File: src/rtl/memwin_pkg.sv
package memwin_pkg;
  // Host register selects. The window layout is read ptr, write ptr,
  // write data, read data; the peripheral window repeats it at +4.
  typedef enum logic [2:0] {
    SEL_MRPTR = 3'd0,
    SEL_MWPTR = 3'd1,
    SEL_MWDAT = 3'd2,
    SEL_MRDAT = 3'd3,
    SEL_PRPTR = 3'd4,
    SEL_PWPTR = 3'd5,
    SEL_PWDAT = 3'd6,
    SEL_PRDAT = 3'd7
  } win_sel_e;
endpackage

File: src/rtl/memwin_lanes.sv
module memwin_lanes #(
  parameter int BYTES = 4,
  parameter int SZ_W  = 2
) (
  input  logic [SZ_W-1:0]  sz,
  output logic [BYTES-1:0] be
);
  // A lane is enabled when its index does not exceed the count-minus-one code.
  for (genvar i = 0; i < BYTES; i++) begin : g_lane
    assign be[i] = (sz >= SZ_W'(i));
  end
endmodule

File: src/rtl/memwin_port.sv
module memwin_port #(
  parameter int DATA_W = 32,
  parameter int OFS_W  = 32,
  parameter int STEP   = 4
) (
  input  logic              clk,
  input  logic              rst_n,
  input  logic              ld_rptr,
  input  logic              ld_wptr,
  input  logic              put,
  input  logic              take,
  input  logic [DATA_W-1:0] hwdata,
  output logic [DATA_W-1:0] rptr,
  output logic [DATA_W-1:0] wptr,
  output logic [DATA_W-1:0] rword,
  output logic              port_en,
  output logic              port_we,
  output logic [OFS_W-1:0]  port_addr,
  output logic [DATA_W-1:0] port_wdata,
  input  logic [DATA_W-1:0] port_rdata
);
  logic [DATA_W-1:0] rptr_q, rptr_d, wptr_q, wptr_d;
  logic [DATA_W-1:0] rbump, wbump;
  logic [DATA_W-1:0] hold_q, hold_d;
  logic              pend_q, pend_d;
  logic              fetch, rptr_en, wptr_en;

  // Pointer step: full-width add, or an add confined to the offset field.
  if (OFS_W >= DATA_W) begin : g_full
    assign rbump = rptr_q + DATA_W'(STEP);
    assign wbump = wptr_q + DATA_W'(STEP);
  end else begin : g_field
    assign rbump = {rptr_q[DATA_W-1:OFS_W], rptr_q[OFS_W-1:0] + OFS_W'(STEP)};
    assign wbump = {wptr_q[DATA_W-1:OFS_W], wptr_q[OFS_W-1:0] + OFS_W'(STEP)};
  end

  always_comb begin
    rptr_en = ld_rptr | take;
    wptr_en = ld_wptr | put;
    rptr_d  = ld_rptr ? hwdata : rbump;
    wptr_d  = ld_wptr ? hwdata : wbump;
    fetch   = ld_rptr | take;
    pend_d  = fetch;
    hold_d  = port_rdata;
  end

  always_ff @(posedge clk or negedge rst_n) begin
    if (!rst_n) begin
      rptr_q <= '0;
      wptr_q <= '0;
      hold_q <= '0;
      pend_q <= 1'b0;
    end else begin
      if (rptr_en) rptr_q <= rptr_d;
      if (wptr_en) wptr_q <= wptr_d;
      if (pend_q)  hold_q <= hold_d;
      pend_q <= pend_d;
    end
  end

  // A fetch issued last cycle is served straight from the port.
  assign rword      = pend_q ? port_rdata : hold_q;
  assign rptr       = rptr_q;
  assign wptr       = wptr_q;
  assign port_en    = fetch | put;
  assign port_we    = put;
  assign port_addr  = put ? wptr_q[OFS_W-1:0]
                          : (ld_rptr ? hwdata[OFS_W-1:0] : rbump[OFS_W-1:0]);
  assign port_wdata = hwdata;
endmodule

File: src/rtl/memwin_bridge.sv
module memwin_bridge
  import memwin_pkg::*;
#(
  parameter int DATA_W = 32,
  parameter int POFS_W = 16,
  parameter int SZ_LSB = 24,
  parameter int STEP   = 4
) (
  input  logic                clk,
  input  logic                rst_n,
  input  logic                h_wr,
  input  logic                h_rd,
  input  logic [2:0]          h_sel,
  input  logic [DATA_W-1:0]   h_wdata,
  output logic [DATA_W-1:0]   h_rdata,
  output logic                mem_en,
  output logic                mem_we,
  output logic [DATA_W-1:0]   mem_addr,
  output logic [DATA_W-1:0]   mem_wdata,
  input  logic [DATA_W-1:0]   mem_rdata,
  output logic                prph_en,
  output logic                prph_we,
  output logic [POFS_W-1:0]   prph_addr,
  output logic [DATA_W/8-1:0] prph_be,
  output logic [DATA_W-1:0]   prph_wdata,
  input  logic [DATA_W-1:0]   prph_rdata
);
  localparam int BYTES = DATA_W / 8;
  localparam int SZ_W  = $clog2(BYTES);

  logic m_ld_r, m_ld_w, m_put, m_take;
  logic p_ld_r, p_ld_w, p_put, p_take;
  logic [DATA_W-1:0] m_rptr, m_wptr, m_rword;
  logic [DATA_W-1:0] p_rptr, p_wptr, p_rword;
  logic [SZ_W-1:0]   p_sz;
  win_sel_e          sel;

  assign sel = win_sel_e'(h_sel);

  // Host decode; a read strobe alongside a write is treated as a write.
  always_comb begin
    m_ld_r = h_wr && (sel == SEL_MRPTR);
    m_ld_w = h_wr && (sel == SEL_MWPTR);
    m_put  = h_wr && (sel == SEL_MWDAT);
    m_take = h_rd && !h_wr && (sel == SEL_MRDAT);
    p_ld_r = h_wr && (sel == SEL_PRPTR);
    p_ld_w = h_wr && (sel == SEL_PWPTR);
    p_put  = h_wr && (sel == SEL_PWDAT);
    p_take = h_rd && !h_wr && (sel == SEL_PRDAT);
  end

  memwin_port #(.DATA_W(DATA_W), .OFS_W(DATA_W), .STEP(STEP)) u_mem_win (
    .clk(clk), .rst_n(rst_n),
    .ld_rptr(m_ld_r), .ld_wptr(m_ld_w), .put(m_put), .take(m_take),
    .hwdata(h_wdata), .rptr(m_rptr), .wptr(m_wptr), .rword(m_rword),
    .port_en(mem_en), .port_we(mem_we), .port_addr(mem_addr),
    .port_wdata(mem_wdata), .port_rdata(mem_rdata)
  );

  memwin_port #(.DATA_W(DATA_W), .OFS_W(POFS_W), .STEP(STEP)) u_prph_win (
    .clk(clk), .rst_n(rst_n),
    .ld_rptr(p_ld_r), .ld_wptr(p_ld_w), .put(p_put), .take(p_take),
    .hwdata(h_wdata), .rptr(p_rptr), .wptr(p_wptr), .rword(p_rword),
    .port_en(prph_en), .port_we(prph_we), .port_addr(prph_addr),
    .port_wdata(prph_wdata), .port_rdata(prph_rdata)
  );

  // Size code follows the pointer that drives the current access.
  always_comb begin
    if (p_put)       p_sz = p_wptr[SZ_LSB +: SZ_W];
    else if (p_ld_r) p_sz = h_wdata[SZ_LSB +: SZ_W];
    else             p_sz = p_rptr[SZ_LSB +: SZ_W];
  end

  memwin_lanes #(.BYTES(BYTES), .SZ_W(SZ_W)) u_lanes (
    .sz(p_sz), .be(prph_be)
  );

  always_comb begin
    case (sel)
      SEL_MRPTR: h_rdata = m_rptr;
      SEL_MWPTR: h_rdata = m_wptr;
      SEL_MRDAT: h_rdata = m_rword;
      SEL_PRPTR: h_rdata = p_rptr;
      SEL_PWPTR: h_rdata = p_wptr;
      SEL_PRDAT: h_rdata = p_rword;
      default:   h_rdata = '0;
    endcase
  end
endmodule

File: config.mk
export PLATFORM = sky130hd
export DESIGN_NAME = memwin_bridge
export DESIGN_NICKNAME = d
export VERILOG_FILES = /design/src/rtl/memwin_pkg.sv /design/src/rtl/memwin_lanes.sv /design/src/rtl/memwin_port.sv /design/src/rtl/memwin_bridge.sv
export SDC_FILE = /design/constraint.sdc
export NUM_CORES = 1
export LEC_CHECK = 0
export BUFFER_PORTS_ARGS = -buffer_cell sky130_fd_sc_hd__buf_4
export CORE_AREA = 2 2 176 178
export DETAILED_ROUTE_END_ITERATION = 12
export DIE_AREA = 0 0 178 180
export SKIP_CTS_REPAIR_TIMING = 1
export SLEW_MARGIN = 20
export SYNTH_ARGS = -nofsm -noshare
export SYNTH_HDL_FRONTEND = slang
export SYNTH_SLANG_ARGS = --single-unit
File: constraint.sdc
create_clock -name clk -period 5.8 [get_ports clk]
set_input_delay 1.74 -clock clk [delete_from_list [all_inputs] [get_ports clk]]
set_output_delay 1.74 -clock clk [all_outputs]
set_load 0.02 [all_outputs]
* Word level (Yosys, flattened, before mapping)
Index checks and enable logic that the tools add are counted.
** Word-level totals
- Bits in registers :: 194
- Input port bits :: 103
- Output and inout port bits :: 152
- Logic and storage cells :: 56
** Operators by class
- Add/sub/neg operators :: 4
- $lt $le $gt $ge :: 4
- Equal/unequal tests :: 7
- Muxes and demuxes :: 12
- Bitwise operators :: 6
- Reduce and logical (&&, ||, !) cells :: 13
** Operators by type and width (number)
- $pmux W32 S6 :: 1
- $mux W32 :: 5
- $add A32 B3 Y32 const B :: 2
- $mux W16 :: 4
- $add A16 B3 Y16 const B :: 2
- $eq A3 B3 Y1 const B :: 4
- $logic_and A1 B1 Y1 :: 9
- $eq A3 B2 Y1 const B :: 2
- $or A1 B1 Y1 :: 6
- $ge A2 B1 Y1 const B :: 2
- $ge A2 B2 Y1 const B :: 2
- $mux W2 :: 2
- $reduce_and A2 Y1 :: 2
- $eq A3 B1 Y1 const B :: 1
- $logic_not A3 Y1 :: 1
- $logic_not A1 Y1 :: 1

* Longest topological paths before layout
Gate-level depths: netlist of run 1.
- Depth after elaboration :: 5
- Mapped depth :: 8
- Mapped depth without buffers :: 6

* Hierarchy
Synthesis of run 1 repeated with hierarchy kept, for this count alone.
** Unflattened totals
- Cells, all modules :: 1341
- Area total of the unflattened synthesis :: 12863.6 µm²
** Modules (own cells, without submodules)
- memwin_port (u_mem_win) :: times used 1, cells an instance 664, area each 6019.5 µm², sequential area each 2427.3 µm²
- memwin_port (u_prph_win) :: times used 1, cells an instance 426, area each 4842.1 µm², sequential area each 2427.3 µm²
- memwin_bridge :: times used 1, cells an instance 246, area each 1973.1 µm², sequential area each 0.0 µm²
- memwin_lanes :: times used 1, cells an instance 5, area each 28.8 µm², sequential area each 0.0 µm²

* Worst setup path after synthesis of run 1
Ideal clock, no wire load.
- Kind :: input port to output port
- Start point :: input port h_wr
- End point :: output port prph_addr[7]
- Data arrival time :: 3.469 ns
- Required time :: 4.060 ns
- Slack :: 0.591 ns
- Stages :: 6
- Buffers on the path :: 3
- Cell sequence :: clkbuf_1 > nor4bb_1 > buf_2 > buf_1 > nor2_1 > o31ai_1
** On the way
- Longest elaborated chain between the ends :: 3
- Elaborated cells on any way between the ends :: 4
- Classes of those cells :: mux (2); reduce/logical (2)
** RTL lines
- from (decl) :: line memwin_bridge.sv:11 : input logic h_wr,
- $logic_and A1 B1 Y1 :: line memwin_bridge.sv:46 : p_ld_r = h_wr && (sel == SEL_PRPTR);
- $mux W16 :: line memwin_port.sv:68 : : (ld_rptr ? hwdata[OFS_W-1:0] : rbump[OFS_W-1:0]);
- $mux W16 * :: line memwin_port.sv:67 : assign port_addr = put ? wptr_q[OFS_W-1:0]
- to (decl) :: line memwin_bridge.sv:23 : output logic [POFS_W-1:0] prph_addr,
Mark *: on every way between the ends. The rest lies on a longest branch, timed or not.

* Worst setup path in the final report of run 1
- Start point :: input port h_sel[2]
- End point :: output port mem_addr[17]
** On the way
- Longest elaborated chain between the ends :: 4
- Elaborated cells on any way between the ends :: 6
- Classes of those cells :: eq/ne (1); mux (2); reduce/logical (3)
** RTL lines
- from (decl) :: line memwin_bridge.sv:13 : input logic [2:0] h_sel,
- $logic_not A3 Y1 :: line memwin_bridge.sv:42 : m_ld_r = h_wr && (sel == SEL_MRPTR);
- $logic_and A1 B1 Y1 :: line memwin_bridge.sv:42
- $mux W32 :: line memwin_port.sv:68
- $mux W32 * :: line memwin_port.sv:67
- to (decl) :: line memwin_bridge.sv:18 : output logic [DATA_W-1:0] mem_addr,
Marks and branches as above.

==> results of run 1 <==
## cell usage after synthesis (29+ instances only)
| cell | number | area, um^2 |
|---|---|---|
| sky130_fd_sc_hd__nand2_1 | 231 | 867 |
| sky130_fd_sc_hd__dfrtp_1 | 194 | 4850 |
| sky130_fd_sc_hd__a22oi_1 | 108 | 811 |
| sky130_fd_sc_hd__nor2_1 | 95 | 357 |
| sky130_fd_sc_hd__nand3_1 | 77 | 385 |
| sky130_fd_sc_hd__clkbuf_1 | 76 | 285 |
| sky130_fd_sc_hd__mux2_2 | 67 | 754 |
| sky130_fd_sc_hd__buf_4 | 65 | 488 |
| sky130_fd_sc_hd__a21oi_1 | 44 | 220 |
| sky130_fd_sc_hd__o21ai_0 | 43 | 215 |
| sky130_fd_sc_hd__xor2_1 | 41 | 359 |
| sky130_fd_sc_hd__nand4_1 | 30 | 188 |
| sky130_fd_sc_hd__xnor2_1 | 29 | 254 |
## through the flow
step	area, um^2	cells	worst slack (ns)
floorplan	11900	1357	0.591
global placement	13800	1873	0.388
detailed placement	13800	1873	0.368
CTS	14400	1905	0.366
global route	14400	1906	0.266
finish	14400	1906	0.349
## flip-flops by register name, indices dropped and copies added, names as in the netlist
name,flops
u_mem_win.hold_q,32
u_prph_win.pend_q,1
u_prph_win.hold_q,32
u_mem_win.rptr,32
u_mem_win.wptr,32
u_prph_win.wptr,32
u_prph_win.rptr,32
u_mem_win.pend_q,1
## metal layers
layer | GRT usage | wire [um]
met2 | 0.394 | 19000
met1 | 0.418 | 19700
met5 | 0 | 0
met3 | 0.0391 | 3910
met4 | 0.0725 | 802
## worst reg2reg max path, stage by stage (launching register included)
cell and delay [ns]:
sky130_fd_sc_hd__dfrtp_1 0.57, sky130_fd_sc_hd__nand4_1 0.37, sky130_fd_sc_hd__nor3_1 0.58, sky130_fd_sc_hd__nand3_1 0.37, sky130_fd_sc_hd__o211ai_1 0.27, sky130_fd_sc_hd__o311ai_0 0.16
## power by group through the flow
| stage | Sequential, mW | Combinational (mW) | Clock (mW) |
|---|---|---|---|
| after floorplan | 1.83 | 0.998 | 0 |
| after global placement | 2.04 | 1.42 | 0 |
| after detailed placement | 2.05 | 1.44 | 0 |
| after CTS | 2.02 | 1.45 | 1.23 |
| after global routing | 2.07 | 1.57 | 1.28 |
| final | 2.04 | 1.45 | 1.21 |
## area by class of cell
class	count	area, um^2
clock inverter	15	178
sequential	194	4850
clock buffer	17	425
timing repair buffer	290	2270
fill	2943	15800
tap	396	495
inverter	14	52.6
multi-input combinational	980	6140
## path summary, 6_finish.rpt
kind	endpoint	slack, ns	cells after the start
max	mem_addr[17]	0.35	7
min	u_prph_win.rptr[17]	0.48	2
max reg2reg	u_mem_win.rptr[21]	3.33	5
min reg2reg	u_prph_win.rptr[17]	0.48	2
max in group asynchronous	u_mem_win.hold_q[20]	3.66	2
min in group asynchronous	u_mem_win.rptr[7]	1.28	1
## cells by family (layout without fill, tap and decap cells)
group / Yosys count / in the layout / synth area share
DFF: 194 / 194 / 0.408
and+or+nand+nor: 523 / 523 / 0.207
xor gates and xnor gates: 70 / 70 / 0.0515
AOI/OAI and AO/OA: 308 / 308 / 0.180
muxes: 74 / 74 / 0.0693
other: 1 / 1 / 0.000315
adders and majority gates: 4 / 4 / 0.00421
buffers and inverters: 183 / 336 / 0.0805
==> reports/qor.csv, run 1 <==
stage,metric,value,unit
final_layout,finalCoreUtilization,0.477,
timing,timing.max_slew.rel_slack,0.310,
yosys,synthFlopType,sky130_fd_sc_hd__dfrtp_1,
timing,slew_violations,0,
route,drt-vias-per-instance,5.87,
timing,setup_total_negative_slack,0,ns
critical_path,path_delay_family,simple AND/OR/NAND/NOR gates,
pwr,share_seq_of_total_power,0.434,
hold_path,holdCritStartpoint,u_prph_win.rptr[17],
final_layout,antenna_cells,0,
run_status,status,completed,
global_routing,wire_length_of_the_first_global_routing_pass,66000,um
pwr,power.share.clock,0.259,
yosys,syn-num-nets,1464,
yosys,instance_count_of_the_mapped_netlist,1357,
pwr,internal_power,2.88,mW
hold_path,holdCritPathClass,flip-flop to flip-flop,
global_routing,first_global_vias,10600,
critical_path,max_stage_delay,0.80,ns
placement,hpwlAfterDp,32100,um
yosys,synth_area_per_cell,8.77,um^2
floorplanning,design.core.area,30200,um^2
pwr,switching_share,0.387,
timing,setup_viol,0,
final_layout,final_cell_mix,"283 x sky130_fd_sc_hd__buf_4, 231 x sky130_fd_sc_hd__nand2_1, 194 x sky130_fd_sc_hd__dfrtp_1",
final_layout,drive_above_1_share,0.275,
route,vias,11200,
pwr,power.share.combinational,0.308,
yosys,ys_ff_latch,194,
pwr,p_leak,6.32,nW
yosys,yosysWarningCount,0,
floorplanning,floorplan.initialDensity,0.394,
clock_network,worst_skew_pair.late_latency,0.44,ns
pwr,total_switching_power,1.82,mW
global_routing,antenna_violations_before_repair,0,
critical_path,critical-path-slowest-cell,sky130_fd_sc_hd__or4b_2,
yosys,yosysUniqueCellTypes,64,
critical_path,setup.worst_path.class,input port to output port,
critical_path,critical_path_buffers_and_inverters,3,
timing,clock-skew-final,0.0134,ns
final_layout,layout_commonest_cell,sky130_fd_sc_hd__buf_4,
timing,final_period_minus_worst_setup_slack,5.45,ns
floorplanning,ios,255,
floorplanning,design.die.area,32000,um^2
clock_network,cts.path.max_buffers,2,
clock_network,clk_pin_slew,0.08,ns
critical_path,worst-endpoint-arrival,3.71,ns
clock_network,cts_made_buffers,17,
floorplanning,die_height,180,um
timing,final_min_period_over_clock_period,0.940,
global_routing,maximum_number_of_pins_on_one_net_before_global_route_repair,122,
route,remaining_drc_errors,0,
timing,finalHoldViolCount,0,
global_routing,grt_usage,0.271,
placement,place_congestion,0.872,
job,max_cap_viol_count,0,
pwr,power-per-cell-area,326,nW/um^2
critical_path,cp-startpoint,h_sel[2],
critical_path,cell_chain_critical_path,"buf_4, or4b_2, buf_4, nor2_1, a311oi_1, a21o_1, buf_4",
critical_path,cp_common_cell,sky130_fd_sc_hd__buf_4,
critical_path,critical_path.startpoint_type,input port,
final_layout,areaGrowthSynthToFinish,21.1,%
yosys,synth-edff-count,0,
route,detailedRoute.firstIterationViolations,1197,
clock_network,cts_tree,yes,
clock_network,cts-root-buf,sky130_fd_sc_hd__clkbuf_16,
critical_path,cp_max_fo,55,
clock_network,htree_num_levels,4,
clock_network,cts_num_sinks,194,
floorplanning,number_of_core_rows,64,
timing,worstMarginPinSlew,1.03,ns
route,drt-wirelength-per-cell,22.8,um
placement,port_buffers,253,
route,route.antenna.remaining_nets,0,
yosys,synth_sequential_area_ratio,0.408,
timing,rsz0062_at_grt,no,
pwr,peakVddDrop,0.199,mV
critical_path,timing.critical_path.to_type,output port,
route,dr.pass1.iters,6,
yosys,syn_area,11900,um^2
route,wirelength,43400,um
critical_path,worst_ep_required_time,4.06,ns
timing,achievable-frequency,183,MHz
final_layout,layout.nets,1604,
timing,finalHoldWorstSlack,0.478,ns
critical_path,timing.rr.start,u_mem_win.rptr[17],
floorplanning,die_width,178,um
pwr,totalPowerFinal,4.70,mW
yosys,postSynth.asyncResetShare,1.00,
global_routing,grt_overflow_total,0,
Power figures use the tool's default switching activity.
==> run 2, diff against run 1 <==
--- a/config.mk
+++ b/config.mk
@@ -6,9 +6,10 @@
 export NUM_CORES = 1
 export LEC_CHECK = 0
 export BUFFER_PORTS_ARGS = -buffer_cell sky130_fd_sc_hd__buf_4
-export CORE_AREA = 2 2 176 178
+export CAP_MARGIN = 25
+export CORE_AREA = 2 2 196 160
 export DETAILED_ROUTE_END_ITERATION = 12
-export DIE_AREA = 0 0 178 180
+export DIE_AREA = 0 0 198 162
 export SKIP_CTS_REPAIR_TIMING = 1
 export SLEW_MARGIN = 20
 export SYNTH_ARGS = -nofsm -noshare
==> run 2 against run 1 <==
Count of clock-buffer cells in the layout up 2. Setup slack better by 0.053 ns. Non-clock buffer count up 4. Highest routed layer unchanged. Register-to-register slack better by 0.04 ns.
==> reports/qor.csv, run 2 (synthesized netlist as in run 1, its figures left out) <==
stage,metric,value,unit,change
run_status,status,completed,,
clock_network,cts-root-buf,sky130_fd_sc_hd__clkbuf_16,,
timing,slew_violations,0,,unchanged
final_layout,fillers,2890,,-1.8%
critical_path,critical_path_depth,7,,unchanged
timing,final_min_period_over_clock_period,0.931,,-0.00922
floorplanning,floorplan.initialDensity,0.396,,+0.00215
timing,finalHoldViolCount,0,,unchanged
final_layout,areaGrowthSynthToFinish,20.9,%,
pwr,p_leak,6.31,nW,-0.11%
pwr,power.share.clock,0.250,,-0.009
pwr,internal_power,2.87,mW,-0.44%
clock_network,cts_made_buffers,17,,unchanged
timing,setup_total_negative_slack,0,ns,unchanged
final_layout,final_cell_mix,"290 x sky130_fd_sc_hd__buf_4, 231 x sky130_fd_sc_hd__nand2_1, 194 x sky130_fd_sc_hd__dfrtp_1",,
placement,place_congestion,0.973,,+12%
critical_path,worst-r2r-cell-count,6,,+1
pwr,switching_share,0.389,,+0.00231
critical_path,critical-path-slowest-cell,sky130_fd_sc_hd__or4b_2,,
critical_path,timing.critical_path.to_type,output port,,
pwr,share_seq_of_total_power,0.438,,+0.004
final_layout,layout.nets,1608,,+0.25%
pwr,peakVddDrop,0.208,mV,+4.5%
timing,achievable-frequency,185,MHz,+0.99%
placement,port_buffers,253,,unchanged
clock_network,cts_tree,yes,,
critical_path,timing.rr.start,u_mem_win.rptr[2],,
global_routing,grt_overflow_total,0,,unchanged
route,drt-vias-per-instance,5.93,,+1.1%
global_routing,antenna_violations_before_repair,1,,+1
floorplanning,ios,255,,unchanged
critical_path,critical_path.startpoint_type,input port,,
floorplanning,number_of_core_rows,57,,-11%
critical_path,max_stage_delay,0.72,ns,-0.08 ns
clock_network,cts.path.max_buffers,2,,unchanged
hold_path,holdCritPathClass,flip-flop to flip-flop,,
route,vias,11400,,+2.2%
pwr,power.share.combinational,0.311,,+0.003
critical_path,cp_common_cell,sky130_fd_sc_hd__buf_4,,
job,max_cap_viol_count,0,,unchanged
timing,rsz0062_at_grt,no,,
route,remaining_drc_errors,0,,unchanged
critical_path,worst-endpoint-arrival,3.66,ns,-0.05 ns
floorplanning,design.core.area,30000,um^2,-0.54%
route,detailedRoute.firstIterationViolations,1157,,-3.3%
final_layout,layout_commonest_cell,sky130_fd_sc_hd__buf_4,,
critical_path,cp-startpoint,h_sel[1],,
global_routing,wire_length_of_the_first_global_routing_pass,67500,um,+2.3%
global_routing,grt_usage,0.284,,+0.0132
timing,timing.max_slew.rel_slack,0.301,,-0.00959
pwr,power-per-cell-area,327,nW/um^2,+0.17%
global_routing,first_global_vias,10500,,-0.92%
clock_network,htree_num_levels,4,,unchanged
route,drt-wirelength-per-cell,23.8,um,+4.4%
timing,final_period_minus_worst_setup_slack,5.40,ns,-0.0535 ns
clock_network,cts_num_sinks,194,,unchanged
critical_path,cell_chain_critical_path,"buf_4, or4b_2, buf_12, nand2_1, buf_4, o221ai_1, buf_4",,
hold_path,holdCritStartpoint,u_prph_win.wptr[20],,
floorplanning,design.die.area,32100,um^2,+0.11%
final_layout,seqCellArea,4850,um^2,unchanged
route,dr.pass1.iters,8,,+2
floorplanning,die_width,198,um,+11%
timing,clock-skew-final,0.0104,ns,-0.00299 ns
global_routing,maximum_number_of_pins_on_one_net_before_global_route_repair,113,,-7.4%
critical_path,path_delay_family,simple AND/OR/NAND/NOR gates,,
final_layout,finalCoreUtilization,0.479,,+0.00148
timing,worstMarginPinSlew,1.05,ns,+0.0111 ns
clock_network,worst_skew_pair.late_latency,0.45,ns,about the same
critical_path,worst_ep_required_time,4.06,ns,about the same
route,route.antenna.remaining_nets,0,,unchanged
critical_path,setup.worst_path.class,input port to output port,,
placement,hpwlAfterDp,33900,um,+5.6%
floorplanning,die_height,162,um,-10%
timing,setup_viol,0,,unchanged
critical_path,critical_path_buffers_and_inverters,4,,+1
final_layout,multi_input_comb_area,6150,um^2,about the same
hold_path,hold_depth,2,,unchanged
pwr,total_switching_power,1.83,mW,+0.53%
route,wirelength,45800,um,+5.6%
final_layout,drive_above_1_share,0.277,,+0.00191
critical_path,cp_max_fo,55,,unchanged
clock_network,clk_pin_slew,0.08,ns,about the same
[run 2: changes by cell type in the layout (fill, tap and decap cells not counted), sizes merged]
cell | before | now
inv | 23 | 22
clkbuf | 18 | 20
diode | 0 | 1
clkinv | 5 | 3
clkinvlp | 1 | 2
buf | 289 | 293
[run 2: power by group through the flow]
stage	Combinational, mW	Sequential (mW)	Clock, mW
after floorplan	0.998	1.83	0
after global placement	1.43	2.05	0
after detailed placement	1.45	2.06	0
after CTS	1.46	2.03	1.19
after global routing	1.58	2.09	1.25
final	1.46	2.06	1.18
[run 2: worst reg2reg max path: stages (launching register included)]
cell,delay (ns)
sky130_fd_sc_hd__dfrtp_1,0.51
sky130_fd_sc_hd__ha_1,0.29
sky130_fd_sc_hd__nand3_1,0.22
sky130_fd_sc_hd__nor4_2,0.49
sky130_fd_sc_hd__nand4_1,0.37
sky130_fd_sc_hd__or3_1,0.40
sky130_fd_sc_hd__nand3_1,0.08
[run 2: path summary, 6_finish.rpt]
check                                        to  slack (ns)
setup / recovery                   mem_addr[22]        0.40
hold / removal              u_prph_win.wptr[20]        0.48
setup reg to reg             u_mem_win.rptr[30]        3.37
hold reg to reg             u_prph_win.wptr[20]        0.48
max in group asynchronous    u_mem_win.rptr[14]        3.36
min in group asynchronous  u_prph_win.hold_q[3]        1.34
[run 2: metal layers]
layer / routed length [um] / vias to the layer above / share of wire / track usage
met3: 5320 / 54 / 0.12 / 0.0725
li1: - / 5107 / - / -
met1: 21400 / 5577 / 0.47 / 0.448
met2: 18400 / 698 / 0.40 / 0.382
met4: 750 / 0 / 0.016 / 0.0677
met5: 0 / - / 0 / 0
[run 2: layout make-up]
cell class | count | area share
clock buffers | 19 | 0.0308
repair buffers | 294 | 0.157
well taps | 413 | 0.0359
flip-flops and latches | 194 | 0.338
diodes | 1 | 0.000174
clock inverters | 13 | 0.00800
inverters | 14 | 0.00365
multi-input cells | 980 | 0.427
[run 2: through the flow]
stage / hold slack, ns / area [um^2] / setup slack, ns / std cells / total power, mW
2_1_floorplan: 0.446 / 11900 / 0.591 / 1357 / 2.83
5_1_grt: 0.502 / 14400 / 0.278 / 1928 / 4.92
3_3_place_gp: 0.458 / 13800 / 0.467 / 1895 / 3.48
6_report: 0.481 / 14400 / 0.403 / 1928 / 4.70
3_5_place_dp: 0.463 / 13800 / 0.435 / 1895 / 3.51
4_1_cts: 0.482 / 14400 / 0.416 / 1927 / 4.69
==> run 3, diff against run 2 <==
--- a/config.mk
+++ b/config.mk
@@ -7,9 +7,9 @@
 export LEC_CHECK = 0
 export BUFFER_PORTS_ARGS = -buffer_cell sky130_fd_sc_hd__buf_4
 export CAP_MARGIN = 25
-export CORE_AREA = 2 2 196 160
+export CORE_AREA = 2 2 210 170
 export DETAILED_ROUTE_END_ITERATION = 12
-export DIE_AREA = 0 0 198 162
+export DIE_AREA = 0 0 212 172
 export SKIP_CTS_REPAIR_TIMING = 1
 export SLEW_MARGIN = 20
 export SYNTH_ARGS = -nofsm -noshare
==> run 3 against run 2 <==
Sequential cell count is the same. Largest power group unchanged. Setup slack gained 0.013 ns. Sequential share of layout area shrank 0.20 points. Count of clock-buffer cells in the layout is the same.
==> reports/qor.csv, run 3 (synthesized netlist as in run 1, its figures left out) <==
stage,metric,value,unit,change
pwr,peakVddDrop,0.137,mV,-34%
final_layout,finish.cell_count_without_fillers,1989,,+3.2%
critical_path,setup.worst_path.class,input port to output port,,
timing,clock-skew-final,0.0151,ns,+0.00468 ns
hold_path,holdCritPathClass,flip-flop to flip-flop,,
hold_path,hold_depth,2,,unchanged
floorplanning,design.core.area,34400,um^2,+15%
timing,setup_viol,0,,unchanged
timing,setup_total_negative_slack,0,ns,unchanged
route,route.antenna.remaining_nets,0,,unchanged
final_layout,multi_input_comb_area,6140,um^2,about the same
timing,achievable-frequency,186,MHz,+0.25%
global_routing,grt_overflow_total,0,,unchanged
clock_network,cts_made_buffers,17,,unchanged
floorplanning,floorplan.initialDensity,0.346,,-0.0506
floorplanning,ios,255,,unchanged
final_layout,drive_above_1_share,0.276,,-0.00132
final_layout,layout.nets,1608,,unchanged
route,remaining_drc_errors,0,,unchanged
critical_path,worst-r2r-cell-count,5,,-1
floorplanning,design.die.area,36500,um^2,+14%
pwr,internal_power,2.86,mW,-0.38%
route,drt-vias-per-instance,5.66,,-4.6%
route,dr.pass1.iters,6,,-2
timing,final_min_period_over_clock_period,0.928,,-0.00230
critical_path,reg2reg_to,u_mem_win.rptr[30],,
final_layout,design_area,14500,um^2,+0.60%
hold_path,hold_end,u_prph_win.wptr[30],,
global_routing,antenna_violations_before_repair,3,,+2
clock_network,cts.path.max_buffers,2,,unchanged
final_layout,areaGrowthSynthToFinish,21.6,%,
placement,port_buffers,253,,unchanged
critical_path,regToRegSetupSlack,3.31,ns,-0.06 ns
route,vias,11300,,-1.6%
floorplanning,die_height,172,um,+6.2%
floorplanning,die_width,212,um,+7.1%
critical_path,worst_ep_required_time,4.06,ns,about the same
timing,slew_violations,0,,unchanged
critical_path,worst-endpoint-arrival,3.64,ns,-0.02 ns
timing,worstMarginPinSlew,0.948,ns,-0.0973 ns
timing,rsz0062_at_grt,no,,
clock_network,worst_skew_pair.late_latency,0.45,ns,about the same
placement,placement.cell_area,13900,um^2,+0.61%
pwr,p_leak,6.30,nW,-0.18%
placement,placed_cells,1954,,+3.1%
timing,timing.max_slew.rel_slack,0.368,,+0.0671
pwr,power.share.clock,0.249,,about the same
global_routing,maximum_number_of_pins_on_one_net_before_global_route_repair,107,,-5.3%
floorplanning,number_of_core_rows,61,,+7.0%
critical_path,timing.rr.start,u_mem_win.rptr[6],,
pwr,totalPowerFinal,4.67,mW,-0.49%
hold_path,holdCritStartpoint,u_prph_win.wptr[30],,
critical_path,critical_path.startpoint_type,input port,,
clock_network,cts_tree,yes,,
global_routing,first_global_vias,10300,,-1.4%
pwr,share_seq_of_total_power,0.436,,-0.002
final_layout,layout_commonest_cell,sky130_fd_sc_hd__buf_4,,
clock_network,cts_num_sinks,194,,unchanged
placement,place_congestion,0.921,,-5.4%
final_layout,seqCellArea,4850,um^2,unchanged
run_status,status,completed,,
pwr,total_switching_power,1.82,mW,-0.66%
route,detailedRoute.firstIterationViolations,1447,,+25%
timing,finalHoldWorstSlack,0.478,ns,-0.00339 ns
placement,hpwlAfterDp,34300,um,+1.1%
critical_path,max_stage_delay,0.72,ns,about the same
clock_network,clk_pin_slew,0.08,ns,about the same
global_routing,wire_length_of_the_first_global_routing_pass,67600,um,+0.23%
timing,final_period_minus_worst_setup_slack,5.38,ns,-0.0133 ns
final_layout,final_cell_mix,"289 x sky130_fd_sc_hd__buf_4, 231 x sky130_fd_sc_hd__nand2_1, 194 x sky130_fd_sc_hd__dfrtp_1",,
final_layout,fillers,3484,,+21%
timing,finalHoldViolCount,0,,unchanged
route,wirelength,46200,um,+0.82%
critical_path,cp_max_fo,58,,+5.5%
global_routing,grt_usage,0.252,,-0.0327
critical_path,cell_chain_critical_path,"buf_4, or4b_2, buf_12, mux2_2, nor2_1, nor2_1, buf_4",,
route,drt-wirelength-per-cell,23.2,um,-2.3%
pwr,power.share.combinational,0.315,,+0.004
critical_path,timing.critical_path.to_type,output port,,
pwr,power-per-cell-area,323,nW/um^2,-1.1%
clock_network,htree_num_levels,4,,unchanged
critical_path,critical-path-slowest-cell,sky130_fd_sc_hd__or4b_2,,
pwr,switching_share,0.389,,-0.000676
clock_network,cts-root-buf,sky130_fd_sc_hd__clkbuf_16,,
job,max_cap_viol_count,0,,unchanged
run 3: power by group through the flow:
stage                     sequential, mW  combinational [mW]  clock, mW
after global placement              2.04                1.45          0
after floorplan                     1.83               0.998          0
after detailed placement            2.05                1.47          0
final                               2.04                1.47       1.16
after CTS                           2.02                1.48       1.18
after global routing                2.08                1.60       1.24
run 3: routing by layer:
| metal | wire length, um | global-route usage |
|---|---|---|
| met1 | 21900 | 0.388 |
| met2 | 18800 | 0.343 |
| met3 | 5070 | 0.0719 |
| met4 | 421 | 0.0517 |
| met5 | 0 | 0 |
run 3: per-stage QoR:
stage	utilization	setup WS, ns
finish	0.420	0.416
global route	0.420	0.313
CTS	0.420	0.423
detailed placement	0.404	0.427
global placement	0.404	0.415
floorplan	-	0.591
run 3: how the worst max path moves through the flow:
stage	from	endpoint	slack, ns	cells after the start
finish	h_sel[2]	mem_addr[1]	0.42	7
global route	h_sel[1]	mem_addr[26]	0.31	8
floorplan	h_wr	prph_addr[7]	0.59	6
CTS	h_sel[2]	mem_addr[1]	0.42	7
global placement	h_sel[2]	mem_addr[1]	0.41	7
detailed placement	h_sel[2]	mem_addr[1]	0.43	7
run 3: cell type report:
type | count | share of cell area
diodes | 3 | 0.000519
clock inverters | 13 | 0.00848
clock buffers | 19 | 0.0299
flip-flops and latches | 194 | 0.336
inverters | 14 | 0.00363
repair buffers | 294 | 0.156
multi-input cells | 980 | 0.425
well taps | 472 | 0.0408
run 3: worst max-delay path, delay by kind of cell:
family        cells  cell delay (ns)
buf+inv           3             0.60
mux               1             0.26
simple gates      3             1.04
